$ cat config.mk
export PLATFORM = sky130hd
export DESIGN_NAME = psimd_addsub
export DESIGN_NICKNAME = d
export VERILOG_FILES = /design/src/rtl/psimd_pkg.sv /design/src/rtl/psimd_decode.sv /design/src/rtl/psimd_lane.sv /design/src/rtl/psimd_addsub.sv
export SDC_FILE = /design/constraint.sdc
export NUM_CORES = 1
export LEC_CHECK = 0
export CAP_MARGIN = 20
export CORE_AREA = 2 2 221 223
export DETAILED_ROUTE_END_ITERATION = 10
export DIE_AREA = 0 0 223 225
export DONT_BUFFER_PORTS = 1
export HOLD_SLACK_MARGIN = 0.08
export PLACE_DENSITY = 0.34
export REMOVE_ABC_BUFFERS = 1
export SYNTH_ARGS = -nofsm -noshare
export SYNTH_HDL_FRONTEND = slang
export SYNTH_SLANG_ARGS = --single-unit
$ cat constraint.sdc
create_clock -name clk -period 2 [get_ports clk]
set_clock_uncertainty 0.15 [all_clocks]
set_input_delay 0.2 -clock clk [delete_from_list [all_inputs] [get_ports clk]]
set_output_delay 0.2 -clock clk [all_outputs]
set_load 0.005 [all_outputs]
$ cat src/rtl/psimd_pkg.sv
package psimd_pkg;

   localparam int OP_W = 6;

   typedef enum logic [1:0] {
      F_ADD = 2'd0,
      F_SUB = 2'd1,
      F_ASX = 2'd2,
      F_SAX = 2'd3
   } form_e;

   typedef enum logic [1:0] {
      G_NONE = 2'd0,
      G_BYTE = 2'd1,
      G_HALF = 2'd2,
      G_WIDE = 2'd3
   } grp_e;

   typedef enum logic [1:0] {
      M_WRAP = 2'd0,
      M_SAT  = 2'd1,
      M_AVG  = 2'd2
   } lmode_e;

   typedef struct packed {
      logic   legal;
      grp_e   grp;
      lmode_e mode;
      logic   sgn;
      form_e  form;
   } dec_t;

endpackage

$ cat src/rtl/psimd_decode.sv
module psimd_decode
   import psimd_pkg::*;
(
   input  logic [OP_W-1:0] op_i,
   output dec_t            dec_o
);

   logic [2:0] kind;
   logic       half;
   form_e      form;

   assign kind = op_i[5:3];
   assign half = op_i[2];
   assign form = form_e'(op_i[1:0]);

   always_comb begin
      dec_o.legal = 1'b0;
      dec_o.grp   = G_NONE;
      dec_o.mode  = M_WRAP;
      dec_o.sgn   = 1'b0;
      dec_o.form  = form;
      case (kind)
         3'd0: begin dec_o.mode = M_WRAP; dec_o.sgn = 1'b0; end
         3'd1: begin dec_o.mode = M_SAT;  dec_o.sgn = 1'b1; end
         3'd2: begin dec_o.mode = M_SAT;  dec_o.sgn = 1'b0; end
         3'd3: begin dec_o.mode = M_AVG;  dec_o.sgn = 1'b1; end
         3'd4: begin dec_o.mode = M_AVG;  dec_o.sgn = 1'b0; end
         3'd5: begin dec_o.mode = M_SAT;  dec_o.sgn = 1'b1; end
         default: begin dec_o.mode = M_WRAP; dec_o.sgn = 1'b0; end
      endcase
      if (kind <= 3'd4) begin
         if (half) begin
            dec_o.legal = 1'b1;
            dec_o.grp   = G_HALF;
         end else if (form == F_ADD || form == F_SUB) begin
            dec_o.legal = 1'b1;
            dec_o.grp   = G_BYTE;
         end
      end else if (kind == 3'd5 && !half && (form == F_ADD || form == F_SUB)) begin
         dec_o.legal = 1'b1;
         dec_o.grp   = G_WIDE;
      end
   end

endmodule

$ cat src/rtl/psimd_lane.sv
module psimd_lane
   import psimd_pkg::*;
#(
   parameter int W = 8
) (
   input  logic [W-1:0] x_i,
   input  logic [W-1:0] y_i,
   input  logic         sub_i,
   input  logic         sgn_i,
   input  lmode_e       mode_i,
   output logic [W-1:0] r_o,
   output logic         clamp_o
);

   localparam int E = W + 2;

   logic [E-1:0] xe, ye, s;
   logic [W-1:0] smax, smin, umax;
   logic         ovf_s, neg_u, big_u;

   assign xe   = sgn_i ? {{2{x_i[W-1]}}, x_i} : {2'b00, x_i};
   assign ye   = sgn_i ? {{2{y_i[W-1]}}, y_i} : {2'b00, y_i};
   assign s    = sub_i ? (xe - ye) : (xe + ye);

   assign smax = {1'b0, {(W-1){1'b1}}};
   assign smin = {1'b1, {(W-1){1'b0}}};
   assign umax = {W{1'b1}};

   assign ovf_s = s[W] ^ s[W-1];
   assign neg_u = s[E-1];
   assign big_u = s[W] & ~s[E-1];

   always_comb begin
      r_o     = s[W-1:0];
      clamp_o = 1'b0;
      case (mode_i)
         M_SAT: begin
            if (sgn_i) begin
               if (ovf_s) begin
                  r_o     = s[E-1] ? smin : smax;
                  clamp_o = 1'b1;
               end
            end else if (neg_u) begin
               r_o     = '0;
               clamp_o = 1'b1;
            end else if (big_u) begin
               r_o     = umax;
               clamp_o = 1'b1;
            end
         end
         M_AVG:   r_o = s[W:1];
         default: r_o = s[W-1:0];
      endcase
   end

endmodule

$ cat src/rtl/psimd_addsub.sv
module psimd_addsub
   import psimd_pkg::*;
#(
   parameter int DATA_W  = 32,
   parameter int OUT_REG = 1
) (
   input  logic              clk,
   input  logic              rst_n,
   input  logic [OP_W-1:0]   op_i,
   input  logic [DATA_W-1:0] a_i,
   input  logic [DATA_W-1:0] b_i,
   output logic [DATA_W-1:0] res_o,
   output logic              illegal_o,
   output logic              sat_o
);

   localparam int NB = DATA_W / 8;
   localparam int NH = DATA_W / 16;

   if ((DATA_W % 32) != 0 || DATA_W < 32) begin : g_bad_width
      $error("psimd_addsub: DATA_W must be a positive multiple of 32");
   end
   if (OUT_REG != 0 && OUT_REG != 1) begin : g_bad_reg
      $error("psimd_addsub: OUT_REG must be 0 or 1");
   end

   dec_t dec;

   psimd_decode u_dec (
      .op_i  (op_i),
      .dec_o (dec)
   );

   logic [DATA_W-1:0] byte_r, half_r, wide_r;
   logic [NB-1:0]     byte_cl;
   logic [NH-1:0]     half_cl;
   logic              wide_cl;

   for (genvar i = 0; i < NB; i++) begin : g_byte
      psimd_lane #(.W(8)) u_lane (
         .x_i     (a_i[i*8 +: 8]),
         .y_i     (b_i[i*8 +: 8]),
         .sub_i   (dec.form == F_SUB),
         .sgn_i   (dec.sgn),
         .mode_i  (dec.mode),
         .r_o     (byte_r[i*8 +: 8]),
         .clamp_o (byte_cl[i])
      );
   end

   for (genvar i = 0; i < NH; i++) begin : g_half
      localparam bit UPPER = (i % 2) == 1;
      localparam int PI    = UPPER ? i - 1 : i + 1;
      logic        exch;
      logic        sub;
      logic [15:0] y;
      assign exch = (dec.form == F_ASX) || (dec.form == F_SAX);
      assign y    = exch ? b_i[PI*16 +: 16] : b_i[i*16 +: 16];
      assign sub  = (dec.form == F_SUB) ||
                    (dec.form == F_ASX && !UPPER) ||
                    (dec.form == F_SAX && UPPER);
      psimd_lane #(.W(16)) u_lane (
         .x_i     (a_i[i*16 +: 16]),
         .y_i     (y),
         .sub_i   (sub),
         .sgn_i   (dec.sgn),
         .mode_i  (dec.mode),
         .r_o     (half_r[i*16 +: 16]),
         .clamp_o (half_cl[i])
      );
   end

   psimd_lane #(.W(DATA_W)) u_wide (
      .x_i     (a_i),
      .y_i     (b_i),
      .sub_i   (dec.form == F_SUB),
      .sgn_i   (1'b1),
      .mode_i  (M_SAT),
      .r_o     (wide_r),
      .clamp_o (wide_cl)
   );

   logic [DATA_W-1:0] res_c;
   logic              clamp_c;
   logic              illegal_c;

   always_comb begin
      res_c   = '0;
      clamp_c = 1'b0;
      case (dec.grp)
         G_BYTE: begin res_c = byte_r; clamp_c = |byte_cl; end
         G_HALF: begin res_c = half_r; clamp_c = |half_cl; end
         G_WIDE: begin res_c = wide_r; clamp_c = wide_cl;  end
         default: ;
      endcase
   end

   assign illegal_c = ~dec.legal;

   if (OUT_REG == 1) begin : g_reg
      always_ff @(posedge clk or negedge rst_n) begin
         if (!rst_n) begin
            res_o     <= '0;
            illegal_o <= 1'b0;
         end else begin
            res_o     <= res_c;
            illegal_o <= illegal_c;
         end
      end
   end else begin : g_comb
      assign res_o     = res_c;
      assign illegal_o = illegal_c;
   end

   always_ff @(posedge clk or negedge rst_n) begin
      if (!rst_n) sat_o <= 1'b0;
      else        sat_o <= sat_o | clamp_c;
   end

   assert_zero_on_bad_op_R9: assert property (@(posedge clk) disable iff (!rst_n)
      illegal_o |-> (res_o == '0));

   assert_sticky_hold_R10: assert property (@(posedge clk) disable iff (!rst_n)
      sat_o |=> sat_o);

   assert_sticky_cause_R10: assert property (@(posedge clk) disable iff (!rst_n)
      $rose(sat_o) |-> $past(clamp_c));

   assert_avg_no_clamp_R6: assert property (@(posedge clk) disable iff (!rst_n)
      (dec.mode == M_AVG) |-> !clamp_c);

   assert_wrap_no_clamp_R1: assert property (@(posedge clk) disable iff (!rst_n)
      (dec.mode == M_WRAP) |-> !clamp_c);

endmodule

==> impl_summary.txt <==
----------------------------------------------------
[Logic synthesis]
  Average instance area after synthesis ... 7.012 µm²
  FF+latch count, synth ... 34
  Number of distinct library cell variants in the gate-level netlist after synthesis ... 95
  Synth Flop Type ... sky130_fd_sc_hd__dfrtp_1
  Async set or reset register ratio after synthesis ... 1.000
  Number of cells produced by synthesis ... between 1500 and 2000
  Number of warnings issued by yosys ... 0
  Number of synthesized flops with an enable pin ... 0
  Fraction of the yosys area taken by sequential cells ... 0.07823
  Post-synth design cell area ... around 11000 µm²

[Setup path]
  Worst Setup Start Kind ... input port
  Setup crit end kind ... flop
  Worst-path cell with the longest stage delay ... sky130_fd_sc_hd__ha_1
  Buffers and inverters on the worst path ... 4
  Reg2reg path depth ... 2
  Critical path's top delay family ... compound AO/OA/AOI/OAI gates
  Slowest cell delay on critical path ... 0.35 ns
  Required time at the endpoint of the critical path ... slightly above 2 ns
  CP arrival ... between 4 and 5 ns
  Worst r2r dst ... sat_o$_DFF_PN0_
  Launch instance of the worst register-to-register path ... sat_o$_DFF_PN0_
  Critical Path, Cell by Cell ... ha_4 -> or2_4 -> buf_6 -> mux2i_4 -> ha_2 -> a31oi_1 -> buf_4 -> a31oi_4 -> o31ai_4 -> xor2_1 -> ha_1 -> a21o_1 -> a221o_1 -> o31ai_2 -> o41ai_2 -> xor2_1 -> buf_4 -> nand2_4 -> xnor2_4 -> buf_12 -> a21oi_4 -> o211ai_1 -> o311ai_2
  Setup slack of the most critical reg-to-reg path ... roughly 0.98 ns
  CP Max Fanout ... 5
  Class of the most critical setup path ... in2reg

[Detailed routing]
  Vias per inst ... around 5
  Drt pass-1 iters ... 5
  Total routed wirelength ... ~58000 µm
  Post-detailed-route DRC marker count ... 0
  Detailed-route via count ... approximately 14000
  DRT iter0 DRCs ... between 800 and 900
  Residual antenna-violating net count after detailed routing ... 0
  Post-detailed-route wirelength per cell ... ~22 µm

[Layout]
  Number of nets in the layout ... approximately 2200
  Final cell utilization of the core ... 0.3523
  Ratio of cells with drive above 1 in the final layout ... 0.3633
  Post-synthesis to final-layout area growth ... 54.02%
  Fill cell count ... approximately 5000
  Antenna diodes ... 0

[Worst hold path]
  Endpoint with the worst hold slack ... res_o[16]$_DFF_PN0_
  Kind of path behind the tightest hold check ... in2reg
  Beginning of the worst hold path ... b_i[16]
  WHS Path Cells ... 3

[Timing]
  Final-report hold violation count ... 0
  Min setup slack post-route ... -2.440 ns
  Final Max Tran Viols ... 0
  Transition time at the pin with the least slew margin ... roughly 0.75 ns
  Share of the clock period used by the worst path after layout ... 2.220
  Maximum clock frequency ... about 230 MHz
  RSZ-0062 raised after global routing ... yes
  Worst slew margin relative to its limit ... 0.4962
  Final critical delay including setup and external delays ... 4.440 ns
  Count of endpoints failing setup in the final report ... 33

[Power]
  Reg power frac ... 0.082
  Sw Ratio ... 0.4690
  Comb pwr share ... 0.845
  Clock network power share ... 0.073
  Highest ir drop seen on vdd ... 0.3314 mV
  Leak ... about 7.6 nW
  Sw power ... between 5 and 6 mW
  PD cells ... roughly 700 nW/µm²
  Internal power summed over all cells ... between 6 and 7 mW

[Global route]
  Initial antenna violation count ... 0
  Combined global-route utilization of all metal layers ... 0.2296
  Total congestion overflow after global routing ... 0
  Wire length of the first global-routing pass ... slightly below 90000 µm
  Vias in the first global route ... roughly 14000
  Maximum number of pins on one net before global-route repair ... 36

[Floorplan]
  Die X ... about 220 µm
  Initial Util ... 0.2287
  I/O pin total ... roughly 110
  Cell row count ... 80
  Die H ... between 200 and 250 µm
  Area inside the core boundary ... about 48000 µm²
  Total die area ... between 50000 and 60000 µm²

[Outcome]
  Status ... complete, but fails checks
  Failing checks ... setup timing

[Clock tree]
  Level count of the clock H-tree ... 2
  Clock network latency to the later pin of the worst-skew pair ... 0.34 ns
  Root Buffer Master ... sky130_fd_sc_hd__clkbuf_16
  Num CTS Buffers ... 5
  CTS sink cnt ... 34
  Clock-pin slew of the registers on the worst-case setup and hold paths ... roughly 0.06 ns
  Clock tree buffer depth ... 2
  Clock tree from TritonCTS ... built

[Placement]
  Port-buffer cells ... 0
  GP Congestion ... ~0.9
  Half-perimeter wire length of the detailed placement result ... 47770 µm
  Worst-case setup slack after placement ... -3.141 ns

[Run]
  MaxCap Viol Count ... 0

----------------------------------------------------
## layer usage
metal	vias to the layer above	track usage	part of all wire
li1	6664	-	-
met1	6508	0.3149	0.47
met2	312	0.3781	0.46
met3	43	0.03481	0.049
met4	0	0.05239	0.019
met5	-	0	0
## layout by cell type (no fill, tap or decap), types with 27 or more instances in the layout
master and n:
sky130_fd_sc_hd__ha_1 94, sky130_fd_sc_hd__nand2_1 125, sky130_fd_sc_hd__o21a_1 27, sky130_fd_sc_hd__nor2_1 132
sky130_fd_sc_hd__buf_4 538, sky130_fd_sc_hd__o21ai_0 99, sky130_fd_sc_hd__o21ai_1 27, sky130_fd_sc_hd__xnor2_1 116
sky130_fd_sc_hd__o211ai_1 41, sky130_fd_sc_hd__a21oi_1 140, sky130_fd_sc_hd__dfrtp_1 34, sky130_fd_sc_hd__xor2_1 55
sky130_fd_sc_hd__a21oi_2 32, sky130_fd_sc_hd__inv_1 58, sky130_fd_sc_hd__mux2i_1 33, sky130_fd_sc_hd__a21o_1 34
## synth_stat cells, types with 26 or more instances
| cell type | n | share of area |
|---|---|---|
| sky130_fd_sc_hd__nor3_1 | 27 | 0.012 |
| sky130_fd_sc_hd__nor2_1 | 139 | 0.048 |
| sky130_fd_sc_hd__o21a_1 | 27 | 0.019 |
| sky130_fd_sc_hd__ha_1 | 106 | 0.12 |
| sky130_fd_sc_hd__nand3_1 | 26 | 0.012 |
| sky130_fd_sc_hd__xor2_1 | 57 | 0.046 |
| sky130_fd_sc_hd__a21o_1 | 34 | 0.023 |
| sky130_fd_sc_hd__nand2_1 | 131 | 0.045 |
| sky130_fd_sc_hd__xnor2_1 | 118 | 0.095 |
| sky130_fd_sc_hd__o21ai_0 | 131 | 0.060 |
| sky130_fd_sc_hd__dfrtp_1 | 34 | 0.078 |
| sky130_fd_sc_hd__a21oi_1 | 173 | 0.080 |
| sky130_fd_sc_hd__inv_1 | 59 | 0.020 |
| sky130_fd_sc_hd__o211ai_1 | 41 | 0.028 |
| sky130_fd_sc_hd__clkbuf_1 | 62 | 0.021 |
| sky130_fd_sc_hd__mux2i_1 | 35 | 0.032 |
## cells by family after synthesis
| logic type | count (synthesis) | synth area share |
|---|---|---|
| AOI/OAI and AO/OA | 559 | 0.3288 |
| and+or+nand+nor | 469 | 0.2102 |
| adders and majority gates | 112 | 0.1330 |
| buffers and inverters | 150 | 0.05534 |
| muxes | 47 | 0.04533 |
| DFF | 34 | 0.07823 |
| xor gates and xnor gates | 180 | 0.1491 |
## worst reg2reg max path, delay by kind of cell (launching register included)
family / cells / cell delay, ns
simple gates: 1 / 0.09
compound gates: 1 / 0.19
flops: 1 / 0.47
## power groups by stage
stage | Sequential [mW] | Clock (mW) | Combinational [mW]
after floorplan | 0.946 | 0 | 4.50
after global placement | 1.01 | 0 | 8.89
after detailed placement | 1.00 | 0 | 8.89
after CTS | 0.991 | 0.925 | 9.81
after global routing | 1.00 | 0.933 | 11.0
final | 0.984 | 0.884 | 10.2
## registers in the layout (all words and copies together), names as in the netlist
| signal | flops |
|---|---|
| illegal_o | 1 |
| res_o | 32 |
| sat_o | 1 |
## through the flow
| stage | power, mW | setup TNS, ns | std cells | area (µm²) | hold slack, ns |
|---|---|---|---|---|---|
| global placement | 9.898 | -98.01 | 2609 | 15430 | -0.2427 |
| detailed placement | 9.888 | -98.98 | 2609 | 15430 | -0.2428 |
| floorplan | 5.442 | -123.24 | 1461 | 10500 | -0.2456 |
| global route | 12.95 | -83.78 | 2663 | 16750 | 0.1708 |
| CTS | 11.73 | -75.06 | 2648 | 16340 | 0.1424 |
| finish | 12.04 | -76.68 | 2663 | 16750 | 0.1487 |
## what timing repair did
action | CTS | global route
cloned | 2 | 0
setup buffers | 29 | 17
hold buffers | 4 | 0
hold endpoints to repair | 35 | 0
endpoints found under the setup margin | 33 | 33
resized for setup | 124 | 83
pin swaps | 62 | 69
## how the worst max path moves through the flow
stage	start	endpoint	slack, ns	cells after the start
floorplan	op_i[0]	res_o[27]$_DFF_PN0_	-3.99	20
global placement	op_i[0]	res_o[30]$_DFF_PN0_	-3.13	24
detailed placement	op_i[0]	res_o[0]$_DFF_PN0_	-3.14	24
CTS	op_i[0]	res_o[14]$_DFF_PN0_	-2.41	27
global route	op_i[0]	res_o[9]$_DFF_PN0_	-2.66	24
finish	op_i[0]	res_o[17]$_DFF_PN0_	-2.44	23
## area by class of cell
class                   instances  area [µm²]  area share
flip-flops and latches         34       850.8     0.05080
repair buffers                580        4658      0.2781
inverters                      60       237.7     0.01419
clock buffers                   5       125.1    0.007470
clock inverters                 2       10.01   0.0005976
multi-input cells            1367       10100      0.6029
well taps                     615       769.5     0.04594
Power figures use the tool's default switching activity.
